===== src/rtl/sgdma_pkg.sv =====
// Package: shared constants and the engine state type for the
// scatter-gather DMA block. Assumes 32-bit registers and bus words.
package sgdma_pkg;
    localparam int WORD_W = 32;
    localparam int IDX_W  = 4;

    // Register word indexes
    localparam logic [IDX_W-1:0] RIX_TIMING  = 4'd0;
    localparam logic [IDX_W-1:0] RIX_LIST_LO = 4'd1;
    localparam logic [IDX_W-1:0] RIX_LIST_HI = 4'd2;
    localparam logic [IDX_W-1:0] RIX_ADDR_LO = 4'd3;
    localparam logic [IDX_W-1:0] RIX_ADDR_HI = 4'd4;
    localparam logic [IDX_W-1:0] RIX_DEV_CNT = 4'd5;
    localparam logic [IDX_W-1:0] RIX_MEM_CNT = 4'd6;
    localparam logic [IDX_W-1:0] RIX_CTRL    = 4'd7;
    localparam logic [IDX_W-1:0] RIX_DONE    = 4'd8;

    // Control/status bit positions
    localparam int CB_START  = 0;
    localparam int CB_STOP   = 1;
    localparam int CB_DIR    = 2;
    localparam int CB_ACTIVE = 3;
    localparam int CB_ERROR  = 4;

    typedef enum logic [2:0] {
        ST_IDLE,
        ST_FETCH,
        ST_RX,
        ST_WR,
        ST_RD,
        ST_TX,
        ST_DONE
    } eng_state_e;
endpackage


===== src/rtl/sgdma_regs.sv =====
// Register bank: software-visible storage and control/status bits.
// Assumes a single-cycle write strobe and combinational read by index.
// The stop bit stays set until the engine acknowledges the halt.
module sgdma_regs
    import sgdma_pkg::*;
(
    input  logic              clk,
    input  logic              rst_n,
    input  logic              reg_wr,
    input  logic [IDX_W-1:0]  reg_addr,
    input  logic [WORD_W-1:0] reg_wdata,
    output logic [WORD_W-1:0] reg_rdata,
    input  logic              eng_busy,
    input  logic              eng_halted,
    input  logic              eng_fault,
    input  logic [WORD_W-1:0] eng_cur_addr,
    input  logic [WORD_W-1:0] eng_dev_cnt,
    input  logic [WORD_W-1:0] eng_mem_cnt,
    output logic              start_pulse,
    output logic              stop_req,
    output logic              dir,
    output logic [WORD_W-1:0] list_ptr,
    output logic [WORD_W-1:0] done_addr
);
    logic [WORD_W-1:0] timing_q, list_lo_q, list_hi_q, addr_hi_q, done_q;
    logic stop_q, dir_q, err_q;
    logic wr_ctrl;

    // Decode a write to the control word
    assign wr_ctrl     = reg_wr && (reg_addr == RIX_CTRL);
    assign start_pulse = wr_ctrl && reg_wdata[CB_START] && !eng_busy;
    assign stop_req    = stop_q;
    assign dir         = dir_q;
    assign list_ptr    = list_lo_q;
    assign done_addr   = done_q;

    // Plain storage registers
    always_ff @(posedge clk) begin
        if (!rst_n) begin
            timing_q  <= '0;
            list_lo_q <= '0;
            list_hi_q <= '0;
            addr_hi_q <= '0;
            done_q    <= '0;
        end else if (reg_wr) begin
            case (reg_addr)
                RIX_TIMING:  timing_q  <= reg_wdata;
                RIX_LIST_LO: list_lo_q <= reg_wdata;
                RIX_LIST_HI: list_hi_q <= reg_wdata;
                RIX_ADDR_HI: addr_hi_q <= reg_wdata;
                RIX_DONE:    done_q    <= reg_wdata;
                default: ;
            endcase
        end
    end

    // Control bits: direction frozen while busy, stop held until halt, error sticky
    always_ff @(posedge clk) begin
        if (!rst_n) begin
            stop_q <= 1'b0;
            dir_q  <= 1'b0;
            err_q  <= 1'b0;
        end else begin
            if (wr_ctrl && !eng_busy) dir_q <= reg_wdata[CB_DIR];
            if (wr_ctrl && reg_wdata[CB_STOP]) stop_q <= 1'b1;
            else if (eng_halted)               stop_q <= 1'b0;
            if (eng_fault)       err_q <= 1'b1;
            else if (eng_halted) err_q <= 1'b0;
        end
    end

    // Read multiplexer
    always_comb begin
        reg_rdata = '0;
        case (reg_addr)
            RIX_TIMING:  reg_rdata = timing_q;
            RIX_LIST_LO: reg_rdata = list_lo_q;
            RIX_LIST_HI: reg_rdata = list_hi_q;
            RIX_ADDR_LO: reg_rdata = eng_cur_addr;
            RIX_ADDR_HI: reg_rdata = addr_hi_q;
            RIX_DEV_CNT: reg_rdata = eng_dev_cnt;
            RIX_MEM_CNT: reg_rdata = eng_mem_cnt;
            RIX_CTRL: begin
                reg_rdata[CB_STOP]   = stop_q;
                reg_rdata[CB_DIR]    = dir_q;
                reg_rdata[CB_ACTIVE] = eng_busy;
                reg_rdata[CB_ERROR]  = err_q;
            end
            RIX_DONE:    reg_rdata = done_q;
            default: ;
        endcase
    end

    // direction cannot change while a transfer runs
    a_r3_dir_frozen: assert property (@(posedge clk) disable iff (!rst_n)
        eng_busy |=> $stable(dir_q));
    // a pending stop survives until the engine reports the halt
    a_r10_stop_holds: assert property (@(posedge clk) disable iff (!rst_n)
        stop_q && !eng_halted |=> stop_q);
    // error stays set until a halt completes
    a_r11_err_sticky: assert property (@(posedge clk) disable iff (!rst_n)
        err_q && !eng_halted |=> err_q);
endmodule


===== src/rtl/sgdma_desc_unpack.sv =====
// Descriptor word unpacker: reorders a big-endian bus word into a value
// and extracts the end-of-list flag and the byte length of word 3.
// Assumes bus bits 7:0 carry the most significant byte. Length 0 maps
// to 2^LEN_W bytes.
module sgdma_desc_unpack
    import sgdma_pkg::*;
#(
    parameter int LEN_W = 16
) (
    input  logic [WORD_W-1:0] bus_word,
    output logic [WORD_W-1:0] be_word,
    output logic              eol,
    output logic [LEN_W:0]    len_bytes
);
    localparam int NBYTES = WORD_W / 8;

    // Byte reversal of the bus word
    for (genvar b = 0; b < NBYTES; b++) begin : g_swap
        assign be_word[8*b +: 8] = bus_word[8*(NBYTES-1-b) +: 8];
    end

    // Field extraction with zero-length wrap
    assign eol       = be_word[WORD_W-1];
    assign len_bytes = (be_word[LEN_W-1:0] == '0) ? {1'b1, {LEN_W{1'b0}}}
                                                  : {1'b0, be_word[LEN_W-1:0]};
endmodule


===== src/rtl/sgdma_engine.sv =====
// Transfer engine: fetches descriptors, moves 32-bit beats between the
// device port and memory, keeps both byte counters and writes the
// completion area. Assumes one outstanding memory request, held until
// acknowledged, and word-aligned buffer addresses.
module sgdma_engine
    import sgdma_pkg::*;
#(
    parameter int LEN_W       = 16,
    parameter int COMPL_BYTES = 128
) (
    input  logic              clk,
    input  logic              rst_n,
    input  logic              start_pulse,
    input  logic              stop_req,
    input  logic              dir,
    input  logic [WORD_W-1:0] list_ptr,
    input  logic [WORD_W-1:0] done_addr,
    output logic              busy,
    output logic              halt_ack,
    output logic              fault,
    output logic [WORD_W-1:0] cur_addr,
    output logic [WORD_W-1:0] dev_cnt,
    output logic [WORD_W-1:0] mem_cnt,
    output logic              mem_req,
    output logic              mem_we,
    output logic [WORD_W-1:0] mem_addr,
    output logic [WORD_W-1:0] mem_wdata,
    input  logic              mem_ack,
    input  logic              mem_err,
    input  logic [WORD_W-1:0] mem_rdata,
    input  logic              dev_rx_valid,
    input  logic [WORD_W-1:0] dev_rx_data,
    output logic              dev_rx_ready,
    output logic              dev_tx_valid,
    output logic [WORD_W-1:0] dev_tx_data,
    input  logic              dev_tx_ready
);
    localparam int REM_W       = LEN_W + 1;
    localparam int COMPL_WORDS = COMPL_BYTES / 4;
    localparam int CW_W        = (COMPL_WORDS > 1) ? $clog2(COMPL_WORDS) : 1;
    localparam logic [REM_W-1:0] BEAT_BYTES = REM_W'(4);

    eng_state_e state_q;
    logic [1:0]        widx_q;
    logic [WORD_W-1:0] cptr_q, baddr_q, dbuf_q, dcnt_q, mcnt_q;
    logic [REM_W-1:0]  rem_q;
    logic              eol_q;
    logic [CW_W-1:0]   cw_q;

    logic [WORD_W-1:0] dsc_word;
    logic              dsc_eol;
    logic [LEN_W:0]    dsc_len;
    logic [2:0]        step;
    logic [WORD_W-1:0] step_w;
    logic              last_beat, acc_ok;

    sgdma_desc_unpack #(.LEN_W(LEN_W)) u_unpack (
        .bus_word (mem_rdata),
        .be_word  (dsc_word),
        .eol      (dsc_eol),
        .len_bytes(dsc_len)
    );

    // Beat size and handshake helpers
    assign step      = (rem_q < BEAT_BYTES) ? rem_q[2:0] : 3'd4;
    assign step_w    = WORD_W'(step);
    assign last_beat = (rem_q <= BEAT_BYTES);
    assign acc_ok    = mem_ack && !mem_err;

    // Port outputs decoded from state
    assign busy         = (state_q != ST_IDLE);
    assign mem_req      = (state_q == ST_FETCH) || (state_q == ST_WR) ||
                          (state_q == ST_RD) || (state_q == ST_DONE);
    assign mem_we       = (state_q == ST_WR) || (state_q == ST_DONE);
    assign mem_wdata    = (state_q == ST_DONE) ? '1 : dbuf_q;
    assign dev_rx_ready = (state_q == ST_RX);
    assign dev_tx_valid = (state_q == ST_TX);
    assign dev_tx_data  = dbuf_q;
    assign halt_ack     = stop_req && (!mem_req || mem_ack);
    assign fault        = mem_req && mem_ack && mem_err;
    assign cur_addr     = baddr_q;
    assign dev_cnt      = dcnt_q;
    assign mem_cnt      = mcnt_q;

    // Memory address selection
    always_comb begin
        case (state_q)
            ST_FETCH:     mem_addr = cptr_q + {28'd0, widx_q, 2'b00};
            ST_WR, ST_RD: mem_addr = baddr_q;
            ST_DONE:      mem_addr = done_addr + (WORD_W'(cw_q) << 2);
            default:      mem_addr = '0;
        endcase
    end

    // Sequencer: descriptor walk, beat movement and completion writes
    always_ff @(posedge clk) begin
        if (!rst_n) begin
            state_q <= ST_IDLE;
            widx_q  <= '0;
            cptr_q  <= '0;
            baddr_q <= '0;
            dbuf_q  <= '0;
            dcnt_q  <= '0;
            mcnt_q  <= '0;
            rem_q   <= '0;
            eol_q   <= 1'b0;
            cw_q    <= '0;
        end else begin
            case (state_q)
                ST_IDLE: if (start_pulse && !stop_req) begin
                    state_q <= ST_FETCH;
                    widx_q  <= '0;
                    cptr_q  <= list_ptr;
                    dcnt_q  <= '0;
                    mcnt_q  <= '0;
                    cw_q    <= '0;
                end
                ST_FETCH: if (acc_ok) begin
                    widx_q <= widx_q + 2'd1;
                    if (widx_q == 2'd1) baddr_q <= dsc_word;
                    if (widx_q == 2'd3) begin
                        rem_q   <= dsc_len;
                        eol_q   <= dsc_eol;
                        cptr_q  <= cptr_q + 32'd16;
                        state_q <= dir ? ST_RX : ST_RD;
                    end
                end
                ST_RX: if (dev_rx_valid) begin
                    dbuf_q  <= dev_rx_data;
                    dcnt_q  <= dcnt_q + step_w;
                    state_q <= ST_WR;
                end
                ST_WR: if (acc_ok) begin
                    mcnt_q  <= mcnt_q + step_w;
                    baddr_q <= baddr_q + 32'd4;
                    rem_q   <= rem_q - REM_W'(step);
                    state_q <= !last_beat ? ST_RX : (eol_q ? ST_DONE : ST_FETCH);
                end
                ST_RD: if (acc_ok) begin
                    dbuf_q  <= mem_rdata;
                    mcnt_q  <= mcnt_q + step_w;
                    state_q <= ST_TX;
                end
                ST_TX: if (dev_tx_ready) begin
                    dcnt_q  <= dcnt_q + step_w;
                    baddr_q <= baddr_q + 32'd4;
                    rem_q   <= rem_q - REM_W'(step);
                    state_q <= !last_beat ? ST_RD : (eol_q ? ST_DONE : ST_FETCH);
                end
                ST_DONE: if (acc_ok) begin
                    cw_q <= cw_q + 1'b1;
                    if (cw_q == CW_W'(COMPL_WORDS - 1)) state_q <= ST_IDLE;
                end
                default: state_q <= ST_IDLE;
            endcase
            if (busy && (halt_ack || fault)) state_q <= ST_IDLE;
        end
    end

    // counters stay within one beat of each other
    a_r8_counts_close: assert property (@(posedge clk) disable iff (!rst_n)
        busy |-> (dcnt_q <= mcnt_q + 32'd4) && (mcnt_q <= dcnt_q + 32'd4));
    // counters agree once completion writes are under way
    a_r8_end_equal: assert property (@(posedge clk) disable iff (!rst_n)
        (state_q == ST_DONE) |-> (dcnt_q == mcnt_q));
    // data writes only happen in the device-to-memory direction
    a_r5_write_dir: assert property (@(posedge clk) disable iff (!rst_n)
        (state_q == ST_WR) |-> dir);
    // an error response ends all memory activity
    a_r11_quiet_after_err: assert property (@(posedge clk) disable iff (!rst_n)
        fault |=> !mem_req && !busy);
    // a pending request is held stable
    a_r12_req_held: assert property (@(posedge clk) disable iff (!rst_n)
        mem_req && !mem_ack |=> mem_req && $stable(mem_addr) && $stable(mem_we)
                                && $stable(mem_wdata));
endmodule


===== src/rtl/sgdma_ctrl.sv =====
// Top level of the scatter-gather DMA block: connects the register bank
// to the transfer engine. Assumes a single channel and 32-bit buses.
module sgdma_ctrl
    import sgdma_pkg::*;
#(
    parameter int LEN_W       = 16,
    parameter int COMPL_BYTES = 128
) (
    input  logic        clk,
    input  logic        rst_n,
    input  logic        reg_wr,
    input  logic [3:0]  reg_addr,
    input  logic [31:0] reg_wdata,
    output logic [31:0] reg_rdata,
    output logic        mem_req,
    output logic        mem_we,
    output logic [31:0] mem_addr,
    output logic [31:0] mem_wdata,
    input  logic        mem_ack,
    input  logic        mem_err,
    input  logic [31:0] mem_rdata,
    input  logic        dev_rx_valid,
    input  logic [31:0] dev_rx_data,
    output logic        dev_rx_ready,
    output logic        dev_tx_valid,
    output logic [31:0] dev_tx_data,
    input  logic        dev_tx_ready
);
    logic              start_pulse, stop_req, dir, busy, halt_ack, fault;
    logic [WORD_W-1:0] list_ptr, done_addr, cur_addr, dev_cnt, mem_cnt;

    sgdma_regs u_regs (
        .clk(clk), .rst_n(rst_n),
        .reg_wr(reg_wr), .reg_addr(reg_addr), .reg_wdata(reg_wdata),
        .reg_rdata(reg_rdata),
        .eng_busy(busy), .eng_halted(halt_ack), .eng_fault(fault),
        .eng_cur_addr(cur_addr), .eng_dev_cnt(dev_cnt), .eng_mem_cnt(mem_cnt),
        .start_pulse(start_pulse), .stop_req(stop_req), .dir(dir),
        .list_ptr(list_ptr), .done_addr(done_addr)
    );

    sgdma_engine #(.LEN_W(LEN_W), .COMPL_BYTES(COMPL_BYTES)) u_engine (
        .clk(clk), .rst_n(rst_n),
        .start_pulse(start_pulse), .stop_req(stop_req), .dir(dir),
        .list_ptr(list_ptr), .done_addr(done_addr),
        .busy(busy), .halt_ack(halt_ack), .fault(fault),
        .cur_addr(cur_addr), .dev_cnt(dev_cnt), .mem_cnt(mem_cnt),
        .mem_req(mem_req), .mem_we(mem_we), .mem_addr(mem_addr),
        .mem_wdata(mem_wdata), .mem_ack(mem_ack), .mem_err(mem_err),
        .mem_rdata(mem_rdata),
        .dev_rx_valid(dev_rx_valid), .dev_rx_data(dev_rx_data),
        .dev_rx_ready(dev_rx_ready),
        .dev_tx_valid(dev_tx_valid), .dev_tx_data(dev_tx_data),
        .dev_tx_ready(dev_tx_ready)
    );
endmodule


===== config.mk =====
export PLATFORM = sky130hd
export DESIGN_NAME = sgdma_ctrl
export DESIGN_NICKNAME = d
export VERILOG_FILES = /design/src/rtl/sgdma_pkg.sv /design/src/rtl/sgdma_regs.sv /design/src/rtl/sgdma_desc_unpack.sv /design/src/rtl/sgdma_engine.sv /design/src/rtl/sgdma_ctrl.sv
export SDC_FILE = /design/constraint.sdc
export NUM_CORES = 1
export LEC_CHECK = 0
export BUFFER_PORTS_ARGS = -buffer_cell sky130_fd_sc_hd__buf_2
export CAP_MARGIN = 30
export CORE_ASPECT_RATIO = 0.6
export CORE_UTILIZATION = 35
export CTS_CLUSTER_SIZE = 25
export DETAILED_ROUTE_END_ITERATION = 8
export PLACE_DENSITY = 0.5
export SYNTH_ARGS = -nofsm -noshare
export SYNTH_HDL_FRONTEND = slang
export SYNTH_SLANG_ARGS = --single-unit

===== constraint.sdc =====
create_clock -name clk -period 4.4 [get_ports clk]
set_input_delay 0.22 -clock clk [delete_from_list [all_inputs] [get_ports clk]]
set_output_delay 0.22 -clock clk [all_outputs]
set_load 0.02 [all_outputs]

==> impl_results.md <==
- GR Overflow Total: 0
- Final HPWL DP: 53400 microns
- FF-to-FF path depth: 11
- Flops & latches, synth: 351
- Max Cap Viol: 0
- Post-DP Area: 20700 sq um
- Mapped cell area: 18900 sq um
- Post-synth EDFFs: 0
- Placer Congestion: 0.921
- Die ar.: 55100 sq um
- Worst-path clk slew: 0.06 ns
- Slowest CP cell: nor3_2
- Status: completed
- Root buffer cell: clkbuf_16
- Crit path max fanout: 10
- Seq/Total Area, Yosys: 37.1%
- Post-Place Cells: 3284
- Max incr delay on CP: 0.52 ns
- Htree depth: 2
- Gr usage total: 26.8%
- Final hold violation count: 0
- Largest net degree at the start of global routing: 115
- Core Area: 53000 sq um
- Slew headroom: 29.7%
- Fin crit share: 88.5%
- Post-synth top cells: 479 x nand2_1, 351 x dfxtp_1, 265 x a21oi_1, 180 x nor2_1, 156 x clkbuf_1
- CP Launch Type: register
- Initial Utilization: 35.7%
- Die extent in x: 302 microns
- Ports: 239
- Fin nets: 2803
- PwrDens: 325 nW/um^2
- TritonCTS Buffers: 39
- Yosys warns: 0
- Main synth FF type: dfxtp_1
- CTS tree: built
- Post-route ant nets: 0
- Share of layout cells above drive strength 1: 14.7%
- Antenna Diode Count: 0
- Worst-Margin Slew: 1.05 ns
- Cell accounting for the most synthesized area: dfxtp_1
- Setup Viol. Count Final: 0
- Asr flop ratio synth: 0%
- CP Class: reg2reg
- Worst setup EP type: register
- Synth area leaders: dfxtp_1 37%, nand2_1 9.5%, a21oi_1 7.0%
- P_int: 5.40 mW
- Final Skew: 0.0218 ns
- Syn nets: 2627
- WHS Path Cells: 3
- DR iter-0 viols: 2248
- Worst-Skew Late Latency: 0.56 ns
- Cells after Synth: 2496
- Final std cells w/o fill: 3402
- Clk pwr share: 46.5%
- Vias in the first global route: 17881
- Area grow syn2layout: 19.0%
- Most common cell in the netlist: nand2_1
- Psw: 1.92 mW
- Arrival time at the worst endpoint: 4.38 ns
- DRC viols: 0
- Number of cells on the critical path: 11
- RSZ-0062 raised after global routing: false
- Antenna violations before repair: 0
- Combined buffer and inverter count along the critical path: 0
- Worst-path cell chain: nor4_2 > nand3_1 > nor3_2 > and2_1 > ha_1 > fa_1 > a21oi_1 > nor3_1 > nand3_1 > or3_1 > a21oi_1
- Combinational group share of total power: 8.7%
- Yosys top cell area share: 37.1%
- Via-to-Cell Ratio: 5.82
- Finished Cell Area: 22500 sq um
- Worst Path Required: 4.88 ns
- Total negative slack: 0 ns
- Max Slew Vio Count: 0
- Drt wl/cell: 22.5 microns
- Mean Syn Cell Area: 7.59 sq um
- Leakage: 8.18 nW
- Fin crit period: 3.89 ns
- DRT Pass-1 Iters: 6
- First-pass GRT wire length: 114000 microns
- Min-delay worst type: in2reg
- Peak VDD IR: 0.000208 V
- Routed vias: 19790
- Final wirelength: 76400 microns
- Count of standard-cell rows: 65
- CP delay by family, top: simple AND/OR/NAND/NOR gates
- Peak Freq: 257 MHz
- Sequential Power Share: 44.8%
- Die H: 182 microns
- Longest Clk Path Bufs: 3
- CTS sink cnt: 351
- Net Sw Frac: 26.3%
- # port buffers: 238
- Yosys cell types: 81
final cells by class:
class / instances / area [sq um]
repair buffers: 331 / 2090
flip-flops and latches: 351 / 7030
fillers: 5438 / 30500
multi-input cells: 1921 / 11100
clock inverters: 13 / 158
inverters: 28 / 113
well taps: 703 / 880
clock buffers: 55 / 1140
worst register-to-register path, delay by kind of cell (launching register included):
kind | cells | cell delay (ns)
and+or+nand+nor | 7 | 2.80
adders and majority gates | 2 | 0.44
DFF | 1 | 0.37
AOI/OAI and AO/OA | 2 | 0.23
layout by cell type (no fill, tap or decap), types with 37 or more instances in the layout:
cell             n
a211oi_1        43
a21oi_1        265
a22oi_1        138
buf_2          238
buf_4           42
clkbuf_16       40
dfxtp_1        351
dlygate4sd3_1   44
mux2i_1         46
nand2_1        472
nand2b_1        38
nand3_1         72
nand4_1         68
nor2_1         178
nor3_1          60
o21ai_0         81
xnor2_1         65
xor2_1          37
stage by stage:
stage / hold slack, ns / util (%) / power, mW / worst slack (ns)
after floorplan: 0.356 / - / 3.68 / 1.27
after global placement: 0.441 / 39.0 / 3.94 / 0.647
after detailed placement: 0.446 / 39.0 / 3.94 / 0.527
after CTS: 0.000827 / 42.3 / 7.36 / 0.509
after global routing: 0.0160 / 42.5 / 7.58 / 0.0911
final: 0.0169 / 42.5 / 7.32 / 0.508
power by group through the flow:
| stage | sequential [mW] | clock (mW) | combinational [mW] |
|---|---|---|---|
| 2_1_floorplan | 3.31 | 0 | 0.367 |
| 3_3_place_gp | 3.35 | 0 | 0.590 |
| 3_5_place_dp | 3.35 | 0 | 0.595 |
| 4_1_cts | 3.28 | 3.46 | 0.628 |
| 5_1_grt | 3.28 | 3.61 | 0.691 |
| 6_report | 3.28 | 3.40 | 0.639 |
routing by layer:
layer	GRT usage [%]	part of all wire, %
met1	40.7	47
met2	39.9	44
met3	3.58	7.4
met4	5.56	1.7
met5	0	0
repair_timing:
action	4_1_cts	5_1_grt
hold endpoints to repair	171	0
hold buffers	44	0
gates resized for setup	0	0
setup buffers	0	0
path summary, 6_finish.rpt:
kind | start | slack [ns] | to
hold reg to reg | u_regs.timing_q[8] | 0.45 | u_regs.timing_q[8]
setup / recovery | u_engine.rem_q[3] | 0.51 | u_engine.dev_cnt[28]
hold / removal | dev_rx_data[2] | 0.02 | u_engine.dev_tx_data[2]
setup reg to reg | u_engine.rem_q[3] | 0.51 | u_engine.dev_cnt[28]
sequential cells by signal (all words and copies together), names as in the netlist, 2 cells and up:
name                  flops
u_engine.cptr_q          32
u_engine.dev_tx_data     32
u_engine.cw_q             5
u_engine.widx_q           2
u_regs.list_hi_q         32
u_engine.state_q          3
u_regs.list_ptr          32
u_regs.done_addr         32
u_engine.rem_q           17
u_engine.mem_cnt         32
u_regs.timing_q          32
u_regs.addr_hi_q         32
u_engine.dev_cnt         32
u_engine.cur_addr        32
cell families after synthesis:
family,share of synthesized area (%)
AOI/OAI and AO/OA,23.6
xor gates and xnor gates,4.72
adders and majority gates,1.74
buffers and inverters,4.70
DFF,37.1
muxes,2.49
other,0.0198
and+or+nand+nor,25.6
No activity file was read; power rests on OpenSTA's default activity.
